[src/rtl/spi_fec_pkg.sv]
package spi_fec_pkg;
    localparam int EV_N = 9;
    localparam int EV_TX_REQ = 0;
    localparam int EV_TX_OVF = 1;
    localparam int EV_TX_UNF = 2;
    localparam int EV_RX_REQ = 3;
    localparam int EV_RX_OVF = 4;
    localparam int EV_RX_UNF = 5;
    localparam int EV_MODE   = 6;
    localparam int EV_SLV    = 7;
    localparam int EV_MST    = 8;

    typedef enum logic [2:0] {
        A_DATA = 3'd0,
        A_STAT = 3'd1,
        A_EVT  = 3'd2,
        A_MASK = 3'd3,
        A_CTRL = 3'd4,
        A_CFG  = 3'd5
    } reg_addr_e;

    typedef enum logic [1:0] {
        FL_IDLE   = 2'd0,
        FL_FLUSH  = 2'd1,
        FL_SETTLE = 2'd2
    } flush_state_e;
endpackage

[src/rtl/spi_fec_fifo.sv]
module spi_fec_fifo #(
    parameter int DEPTH = 8,
    parameter int W     = 24
) (
    input  logic                         clk,
    input  logic                         rst_n,
    input  logic                         clear,
    input  logic                         push,
    input  logic [W-1:0]                 wdata,
    input  logic                         pop,
    output logic [W-1:0]                 rdata,
    output logic [$clog2(DEPTH+1)-1:0]   count,
    output logic                         full,
    output logic                         empty
);
    localparam int AW = $clog2(DEPTH);
    localparam int CW = $clog2(DEPTH+1);

    logic [W-1:0]  mem [DEPTH];
    logic [AW-1:0] wr_ptr, rd_ptr;
    logic          do_push, do_pop;

    assign full    = (count == CW'(DEPTH));
    assign empty   = (count == '0);
    assign do_push = push && !full && !clear;
    assign do_pop  = pop && !empty && !clear;
    assign rdata   = empty ? '0 : mem[rd_ptr];

    function automatic logic [AW-1:0] bump(input logic [AW-1:0] p);
        return (p == AW'(DEPTH-1)) ? '0 : p + 1'b1;
    endfunction

    always_ff @(posedge clk) begin
        if (do_push) mem[wr_ptr] <= wdata;
    end

    always_ff @(posedge clk or negedge rst_n) begin
        if (!rst_n) begin
            wr_ptr <= '0;
            rd_ptr <= '0;
            count  <= '0;
        end else if (clear) begin
            wr_ptr <= '0;
            rd_ptr <= '0;
            count  <= '0;
        end else begin
            if (do_push) wr_ptr <= bump(wr_ptr);
            if (do_pop)  rd_ptr <= bump(rd_ptr);
            unique case ({do_push, do_pop})
                2'b10:   count <= count + 1'b1;
                2'b01:   count <= count - 1'b1;
                default: count <= count;
            endcase
        end
    end


    fifo_bound_chk: assert property (@(posedge clk) disable iff (!rst_n)
        count <= CW'(DEPTH));


    full_hold_chk: assert property (@(posedge clk) disable iff (!rst_n)
        (push && full && !pop && !clear) |=> (count == CW'(DEPTH)));
endmodule

[src/rtl/spi_fec_events.sv]
module spi_fec_events #(
    parameter int N = 9
) (
    input  logic         clk,
    input  logic         rst_n,
    input  logic [N-1:0] set,
    input  logic         clr_we,
    input  logic [N-1:0] clr_bits,
    input  logic [N-1:0] mask,
    output logic [N-1:0] ev,
    output logic         irq
);
    logic [N-1:0] clr_eff;

    assign clr_eff = clr_we ? clr_bits : '0;
    assign irq     = |(ev & ~mask);

    always_ff @(posedge clk or negedge rst_n) begin
        if (!rst_n) ev <= '0;
        else        ev <= (ev & ~clr_eff) | set;
    end

    for (genvar i = 0; i < N; i++) begin : g_chk

        set_wins_chk: assert property (@(posedge clk) disable iff (!rst_n)
            set[i] |=> ev[i]);

        w1c_chk: assert property (@(posedge clk) disable iff (!rst_n)
            (clr_we && clr_bits[i] && !set[i]) |=> !ev[i]);
    end
endmodule

[src/rtl/spi_fec_flush.sv]
module spi_fec_flush
    import spi_fec_pkg::*;
(
    input  logic       clk,
    input  logic       rst_n,
    input  logic       cmd_we,
    input  logic [1:0] cmd,
    output logic [1:0] busy_bits,
    output logic       clr_rx,
    output logic       clr_tx,
    output logic       ready
);
    flush_state_e state, nxt;
    logic         start;

    assign start = (state == FL_IDLE) && cmd_we && (|cmd);

    always_comb begin
        nxt = state;
        unique case (state)
            FL_IDLE:   if (start) nxt = FL_FLUSH;
            FL_FLUSH:  nxt = FL_SETTLE;
            FL_SETTLE: nxt = FL_IDLE;
            default:   nxt = FL_IDLE;
        endcase
    end

    always_ff @(posedge clk or negedge rst_n) begin
        if (!rst_n) begin
            state     <= FL_IDLE;
            busy_bits <= '0;
        end else begin
            state <= nxt;
            if (start)                   busy_bits <= cmd;
            else if (state == FL_SETTLE) busy_bits <= '0;
        end
    end

    always_comb begin
        ready  = (state == FL_IDLE);
        clr_rx = (state == FL_FLUSH) && busy_bits[0];
        clr_tx = (state == FL_FLUSH) && busy_bits[1];
    end


    flush_busy_chk: assert property (@(posedge clk) disable iff (!rst_n)
        start |=> (!ready && busy_bits == $past(cmd)));


    flush_done_chk: assert property (@(posedge clk) disable iff (!rst_n)
        (state == FL_SETTLE) |=> (ready && busy_bits == 2'b00));
endmodule

[src/rtl/spi_fec_top.sv]
module spi_fec_top
    import spi_fec_pkg::*;
#(
    parameter int DEPTH  = 8,
    parameter int DATA_W = 24,
    parameter int TX_THR = 4,
    parameter int RX_THR = 4
) (
    input  logic              clk,
    input  logic              rst_n,
    input  logic              bus_wr,
    input  logic              bus_rd,
    input  logic [2:0]        bus_addr,
    input  logic [31:0]       bus_wdata,
    output logic [31:0]       bus_rdata,
    input  logic              eng_tx_pop,
    output logic [DATA_W-1:0] eng_tx_data,
    input  logic              eng_rx_push,
    input  logic [DATA_W-1:0] eng_rx_data,
    input  logic              eng_mode_mismatch,
    input  logic              eng_slave_done,
    input  logic              eng_master_done,
    output logic              dma_tx_req,
    output logic              dma_rx_req,
    output logic              irq
);
    localparam int CW = $clog2(DEPTH+1);

    logic [CW-1:0]     tx_cnt, rx_cnt, tx_free;
    logic              tx_full, tx_empty, rx_full, rx_empty;
    logic [DATA_W-1:0] rx_head;
    logic              tx_push, rx_pop, clr_rx, clr_tx, ready;
    logic [1:0]        busy_bits;
    logic [EV_N-1:0]   ev, ev_set, mask_q;
    logic              dma_off_q, tx_req_c, rx_req_c;

    assign tx_push  = bus_wr && (bus_addr == A_DATA);
    assign rx_pop   = bus_rd && (bus_addr == A_DATA);
    assign tx_free  = CW'(DEPTH) - tx_cnt;
    assign tx_req_c = tx_free >= CW'(TX_THR);
    assign rx_req_c = rx_cnt >= CW'(RX_THR);

    spi_fec_fifo #(.DEPTH(DEPTH), .W(DATA_W)) u_txq (
        .clk(clk), .rst_n(rst_n), .clear(clr_tx),
        .push(tx_push), .wdata(bus_wdata[DATA_W-1:0]),
        .pop(eng_tx_pop), .rdata(eng_tx_data),
        .count(tx_cnt), .full(tx_full), .empty(tx_empty));

    spi_fec_fifo #(.DEPTH(DEPTH), .W(DATA_W)) u_rxq (
        .clk(clk), .rst_n(rst_n), .clear(clr_rx),
        .push(eng_rx_push), .wdata(eng_rx_data),
        .pop(rx_pop), .rdata(rx_head),
        .count(rx_cnt), .full(rx_full), .empty(rx_empty));

    always_comb begin
        ev_set            = '0;
        ev_set[EV_TX_REQ] = tx_req_c;
        ev_set[EV_TX_OVF] = tx_push && tx_full;
        ev_set[EV_TX_UNF] = eng_tx_pop && tx_empty;
        ev_set[EV_RX_REQ] = rx_req_c;
        ev_set[EV_RX_OVF] = eng_rx_push && rx_full;
        ev_set[EV_RX_UNF] = rx_pop && rx_empty;
        ev_set[EV_MODE]   = eng_mode_mismatch;
        ev_set[EV_SLV]    = eng_slave_done;
        ev_set[EV_MST]    = eng_master_done;
    end

    spi_fec_events #(.N(EV_N)) u_evt (
        .clk(clk), .rst_n(rst_n), .set(ev_set),
        .clr_we(bus_wr && (bus_addr == A_EVT)),
        .clr_bits(bus_wdata[EV_N-1:0]),
        .mask(mask_q), .ev(ev), .irq(irq));

    spi_fec_flush u_flush (
        .clk(clk), .rst_n(rst_n),
        .cmd_we(bus_wr && (bus_addr == A_CTRL)),
        .cmd(bus_wdata[1:0]), .busy_bits(busy_bits),
        .clr_rx(clr_rx), .clr_tx(clr_tx), .ready(ready));

    always_ff @(posedge clk or negedge rst_n) begin
        if (!rst_n) begin
            mask_q    <= '1;
            dma_off_q <= 1'b0;
        end else if (bus_wr) begin
            if (bus_addr == A_MASK) mask_q    <= bus_wdata[EV_N-1:0];
            if (bus_addr == A_CFG)  dma_off_q <= bus_wdata[0];
        end
    end

    assign dma_tx_req = !dma_off_q && tx_req_c;
    assign dma_rx_req = !dma_off_q && rx_req_c;

    always_comb begin
        bus_rdata = '0;
        case (bus_addr)
            A_DATA: bus_rdata[DATA_W-1:0] = rx_head;
            A_STAT: bus_rdata[5:0] = {tx_empty, rx_full, irq, ready, tx_full, rx_empty};
            A_EVT:  bus_rdata[EV_N-1:0] = ev;
            A_MASK: bus_rdata[EV_N-1:0] = mask_q;
            A_CTRL: bus_rdata[1:0] = busy_bits;
            A_CFG:  bus_rdata[0] = dma_off_q;
            default: bus_rdata = '0;
        endcase
    end


    rx_unf_chk: assert property (@(posedge clk) disable iff (!rst_n)
        (rx_pop && rx_empty) |=> ev[EV_RX_UNF]);


    tx_ovf_chk: assert property (@(posedge clk) disable iff (!rst_n)
        (tx_push && tx_full && !clr_tx) |=> (ev[EV_TX_OVF] && tx_full));
endmodule

[config.mk]
export PLATFORM = sky130hd
export DESIGN_NAME = spi_fec_top
export DESIGN_NICKNAME = d
export VERILOG_FILES = /design/src/rtl/spi_fec_pkg.sv /design/src/rtl/spi_fec_fifo.sv /design/src/rtl/spi_fec_events.sv /design/src/rtl/spi_fec_flush.sv /design/src/rtl/spi_fec_top.sv
export SDC_FILE = /design/constraint.sdc
export NUM_CORES = 1
export LEC_CHECK = 0
export ABC_AREA = 1
export BUFFER_PORTS_ARGS = -buffer_cell sky130_fd_sc_hd__buf_2
export CORE_ASPECT_RATIO = 0.5
export CORE_UTILIZATION = 30
export CTS_BUF_LIST = sky130_fd_sc_hd__clkbuf_4 sky130_fd_sc_hd__clkbuf_8
export CTS_CLUSTER_SIZE = 20
export DETAILED_ROUTE_END_ITERATION = 7
export SLEW_MARGIN = 20
export SYNTH_ARGS = -nofsm -noshare
export SYNTH_HDL_FRONTEND = slang
export SYNTH_SLANG_ARGS = --single-unit
[constraint.sdc]
create_clock -name clk -period 3.5 [get_ports clk]
set_input_delay 0.35 -clock clk [delete_from_list [all_inputs] [get_ports clk]]
set_output_delay 0.35 -clock clk [all_outputs]
set_load 0.02 [all_outputs]
# --- After elaboration in Yosys (flattened, before gate mapping) ---
# Memory sizes are Yosys's and may differ from the RTL's.
# Index checks and enable logic that the tools add are counted.
op_classes:
  n_reduce_logical: 44
  n_mux: 32
  bitwise_logic: 5
  order_cmp: 2
  n_eq_ne: 18
  n_addsub: 9
ops:
  columns: ["operator", "count"]
  rows:
  - ["24-bit 2-to-1 mux", 2]
  - ["3-bit 2-to-1 mux", 12]
  - ["1-bit logical AND", 22]
  - ["9-bit AND", 2]
  - ["3-bit equality test, second input constant", 6]
  - ["9-bit inverter", 2]
  - ["4-bit one-hot mux with 2 select lines", 2]
  - ["4-bit one-hot mux with 4 select lines", 1]
  - ["15-bit 2-to-1 mux", 1]
  - ["3-bit by 1-bit adder with 3-bit output, second input constant", 4]
  - ["2-bit nonzero test", 5]
  - ["9-bit 2-to-1 mux", 1]
  - ["9-bit OR", 1]
  - ["3-bit one-hot mux with 3 select lines", 1]
  - ["9-bit OR reduction", 1]
  - ["4-bit by 1-bit adder with 4-bit output, second input constant", 2]
  - ["4-bit equality test, second input constant", 2]
  - ["4-bit by 3-bit >= comparator with 1-bit output, second input constant", 2]
  - ["4-bit zero test", 2]
  - ["4-bit 2-to-1 mux", 2]
  - ["4-bit by 1-bit subtractor with 4-bit output, second input constant", 2]
  - ["1-bit zero test", 7]
  - ["2-bit by 1-bit equality test with 1-bit output, second input constant", 3]
  - ["2-bit equality test, second input constant", 3]
  - ["14 further kinds", 22]
totals:
  mem_count: 2
  regBits: 43
  ramBits: 384
  elab_cells: 123
memory_table:
  columns: ["memory", "depth", "word_bits", "read_ports", "rd_ports_with_merged_regs", "wr", "line_no", "source"]
  rows:
  - ["u_rxq.mem", 8, 24, 1, 0, 1, "spi_fec_fifo.sv:19", "logic [W-1:0] mem [DEPTH];"]
  - ["u_txq.mem", 8, 24, 1, 0, 1, "spi_fec_fifo.sv:19", null]

# --- Logic depth before layout (Yosys ltp) ---
depth:
  word_depth: 7
  ltp_mapped: 15
  ltp_nobuf: 15

# --- By module ---
# Synthesis repeated with hierarchy kept, for this count alone.
unflattened:
  hier_cells: 1548
  area_unflattened_um2: 18053.6
by_module_without_submodules:
  columns: ["module", "area_each_um2", "cells_per_inst", "instances"]
  rows:
  - ["spi_fec_fifo at u_txq", 8166.6, 645, 1]
  - ["spi_fec_fifo at u_rxq", 8156.6, 644, 1]
  - ["spi_fec_top", 1113.6, 186, 1]
  - ["spi_fec_events", 425.4, 50, 1]
  - ["spi_fec_flush", 191.4, 23, 1]

# --- Least setup slack after synthesis ---
# Ideal clock, no wire load.
synth_path:
  path_kind: "flip-flop to flip-flop"
  start: "register u_flush.state[0]"
  end: "memory u_rxq.mem[0][0], enable pin"
  path_stages_with_launch: 8
  path_buffers: 0
  setup_slack_ns: 1.068
  period_less_slack_ns: 2.432
  arrival_ns: 2.027
  setup_time_ns: 0.405
  cell_sequence: "dfrtp_1 -> inv_1 -> nor2_1 -> nand2_1 -> inv_1 -> nor2_2 -> nand2_1 -> nor2_1"
synth_between:
  elab_chain_cells: 6
synth_lines:
  columns: ["element", "line_no", "source"]
  rows:
  - ["start: declaration", "spi_fec_flush.sv:13", "flush_state_e state, nxt;"]
  - ["start signal: assignment", "spi_fec_flush.sv:33", "state <= nxt;"]
  - ["2-bit by 1-bit equality test with 1-bit output", "spi_fec_flush.sv:41", "clr_rx = (state == FL_FLUSH) && busy_bits[0];"]
  - ["1-bit logical AND", "spi_fec_flush.sv:41", null]
  - ["1-bit zero test", "spi_fec_fifo.sv:25", "assign do_push = push && !full && !clear;"]
  - ["1-bit logical AND", "spi_fec_fifo.sv:25", null]
  - ["1-bit 2-to-1 mux", "spi_fec_fifo.sv:34", "if (do_push) mem[wr_ptr] <= wdata;"]
  - ["1-bit 2-to-1 mux (not written as such)", "spi_fec_fifo.sv:34", null]
  - ["end: declaration", "spi_fec_fifo.sv:19", null]
# Every way passes these cells.

# --- Final worst setup path ---
layout_path:
  start: "register u_rxq.rd_ptr[2]"
  end: "output port bus_rdata[3]"
layout_between:
  elab_chain_cells: 3
layout_lines:
  columns: ["element", "line_no", "source"]
  rows:
  - ["start: declaration", "spi_fec_fifo.sv:20", "logic [AW-1:0] wr_ptr, rd_ptr;"]
  - ["start signal: assignment", "spi_fec_fifo.sv:48", "if (do_pop) rd_ptr <= bump(rd_ptr);"]
  - ["memory 8 x 24 bit", null, null]
  - ["24-bit 2-to-1 mux", "spi_fec_fifo.sv:27", "assign rdata = empty ? '0 : mem[rd_ptr];"]
  - ["4-bit one-hot mux with 4 select lines", "spi_fec_top.sv:95", "case (bus_addr)"]
  - ["end: declaration", "spi_fec_top.sv:15", "output logic [31:0] bus_rdata,"]
# Every way passes these cells.

==> results.cfg <==
[grt]
first_pass_grt_wire_length_um = 65500
first_global_vias = 11600
grt.overflow.total = 0
grt_antenna_before_repair = 3
grt_util_all_layers = 0.138
grt_max_degree = 102

[layout]
drive_above_1_share = 0.171
layoutNonFillerInstCount = 2518
final_cell_area_mm2 = 0.0209
fin_util = 0.361
area_growth_syn_to_layout_pct = 17.4
design.final.nets = 1779

[critical_path]
crit_path_start_kind = flip-flop
critical_path.most_common_cell = nand3_1
critical_path_cell_by_cell = clkinv_1 > nand3_1 > nand3_1 > nand3_1 > buf_2
slowest_delay_ns = 0.77
startpoint = u_rxq.rd_ptr[2]
critPathArrivalTime_ns = 2.77
rr_endpoint = u_txq.count[2]
timing.critical_path.to = bus_rdata[3]
reg_to_reg_slack_setup_ns = 0.88
timing.critical_path.fanout_max = 14
startpoint_of_the_worst_register_to_register_path = u_flush.state[0]
endpoint_kind = primary output
r2r.worst_path.cells = 13
worst_path_max_delay_cell = dfrtp_1
worstPathRequired_ns = 3.15
worstSetupPathType = flip-flop to primary output

[routing]
drt_drc_violations_left = 0
dr.first_iter.drc_count = 800
vias_per_cell = 4.63
routed_wl_um = 42000
antenna_violating_nets_post_route = 0
vias = 11700
detailedRoute.firstPassIterationCount = 5
wl_per_cell_um = 16.7

[place]
postPlaceCellArea_mm2 = 0.0192
dpl.hpwl_um = 23300
placement.io_buffers = 110
finalWeightedCongestion = 0.771
place_inst = 2353

[cts]
cts_root_buf = clkbuf_8
numCtsBuffers = 61
clk_latency_worst_skew_pair_ns = 0.63
clock_tree.htree_level_count = 2
cts_hold_buf = 48
cts_resized = 0
post_cts_buffers = 0
ctsLongestPathBuffers = 3
worst_setup_hold_path_clk_slew_ns = 0.07
cts_tree = yes
clock_sink_count = 427

[synth]
synth_seq_cells = 427
cells_after_synthesis = 1521
synth-warning-count = 0
postSynth.asyncResetShare = 0.101
synthesis.area_mm2 = 0.0178
synth-main-ff-cell = edfxtp_1
synth_cell_types = 39
synth_enable_flop_cells = 384
syn_avg_cell_area_um2 = 11.7
portion_of_the_post_synthesis_area_used_by_sequential_elements = 0.708

[pwr]
ir_drop_mv = 0.330
p_per_area_mw_per_mm2 = 729
cellLeakagePower_nw = 7.66

[job]
max_cap_viol_count = 0

[timing]
report.final.hold_viol_count = 0
finalCriticalPeriod_ns = 3.12
final.setup.tns_ns = 0
finalClockSkew_ns = 0.0292
finalMaxSlewViolations = 0
grt_setup_unrepaired = false
finalSetupViolCount = 0
final.period_utilization = 0.891
timing.hold.ws_ns = 0.0422
fmax_mhz = 321
worstMarginPinSlew_ns = 1.08
worst_slew_margin_rel = 0.277

[floorplan]
starting_density_of_the_core = 0.307
die_w_um = 347
core_area_mm2 = 0.0580
io_pins = 127
rows = 62
design.die.area_mm2 = 0.0605
die_h_um = 174

[hold_path]
hold_class = input pin to flip-flop

[run_status]
outcome = finished clean
==> critical path, delay by kind of cell, from the launching register on <==
kind          cells  cell delay (ns)
flops             1             0.77
buf+inv           2             0.77
simple gates      3             0.60
==> kinds of logic (layout without fill, tap and decap cells) <==
kind of cell,count (synthesis),count (layout),share of synthesized area
simple gates,585,585,0.134
other cells,1,11,0.000210
buf+inv,161,380,0.0418
fa+ha+maj,15,15,0.0105
compound gates,328,328,0.104
flops,427,427,0.708
xor+xnor,4,4,0.00197
==> cells in the mapped netlist (9+ instances only) <==
cell type / count / area (µm²)
buf_2: 29 / 145
buf_4: 18 / 135
clkbuf_1: 33 / 124
dfrtp_1: 34 / 851
dfstp_2: 9 / 236
edfxtp_1: 384 / 11500
ha_1: 15 / 188
inv_1: 65 / 244
nand2_1: 145 / 544
nand3_1: 48 / 240
nor2_1: 367 / 1380
o211ai_1: 43 / 323
o21ai_0: 205 / 1030
o21ai_1: 17 / 85.1
o21ai_2: 9 / 78.8
o22ai_1: 44 / 275
==> state kept, by name, summed over array words and instances (netlist names) <==
signal             cells
dma_off_q              1
u_txq.wr_ptr           3
u_evt.ev               9
u_rxq.rd_ptr           3
u_rxq.wr_ptr           3
u_rxq.count            4
u_flush.state          2
u_txq.rd_ptr           3
mask_q                 9
u_rxq.mem            192
u_flush.busy_bits      2
u_txq.count            4
u_txq.mem            192
==> through the flow <==
stage	total power, mW	worst slack, ns
after floorplan	9.91	1.07
after global placement	11.4	0.910
after detailed placement	11.5	0.882
after CTS	15.5	0.295
after global routing	16.3	0.102
final	15.3	0.383
==> final cells by class <==
cell class,count,area [µm²]
Fill cell,5624,37100
Sequential cell,427,12600
Multi-Input combinational cell,940,4520
Timing Repair Buffer,190,1300
Clock buffer,85,1050
Tap cell,768,961
Inverter,76,298
Clock inverter,29,173
Antenna cell,3,7.51
==> cells in the final DEF (no fill, tap or decap), types with 5 or more instances in the layout <==
cell type	instances
clkinv_1	21
nand3_1	48
o22ai_1	44
ha_1	15
dlygate4sd3_1	48
nand2_1	145
o211ai_1	43
nor2_2	17
conb_1	8
o21ai_2	9
edfxtp_1	384
nand4_1	5
clkbuf_4	19
dfstp_2	9
clkinv_2	8
nor2_1	355
buf_4	31
o21ai_1	17
clkbuf_8	66
inv_1	65
a21oi_1	5
o21ai_0	205
dfrtp_2	5
buf_2	109
dfrtp_1	29
==> report_power, final <==
| group | leakage [nW] | internal, mW | switching, mW |
|---|---|---|---|
| combinational | 3.05 | 1.51 | 3.34 |
| clock | 0.645 | 2.08 | 1.86 |
| sequential | 3.97 | 6.10 | 0.363 |
| total | 7.66 | 9.69 | 5.56 |
==> how the worst min path moves through the flow <==
stage,startpoint,end,slack (ns),cells after the start
final,bus_wdata[3],u_txq.mem[1][3],0.04,1
after global routing,bus_wdata[6],u_txq.mem[7][6],0.02,1
after CTS,bus_wdata[6],u_txq.mem[7][6],0.0003,1
after detailed placement,mask_q[4],mask_q[4],0.47,2
after global placement,mask_q[5],mask_q[5],0.47,2
after floorplan,rst_n,dma_off_q,0.05,0
==> routing by layer <==
layer	GRT usage	share of wire	vias up
li1	-	-	5707
met1	0.173	0.44	5646
met2	0.244	0.50	246
met3	0.0248	0.044	67
met4	0.0372	0.021	0
met5	0	0	-
(Power assumes the default switching activity.)
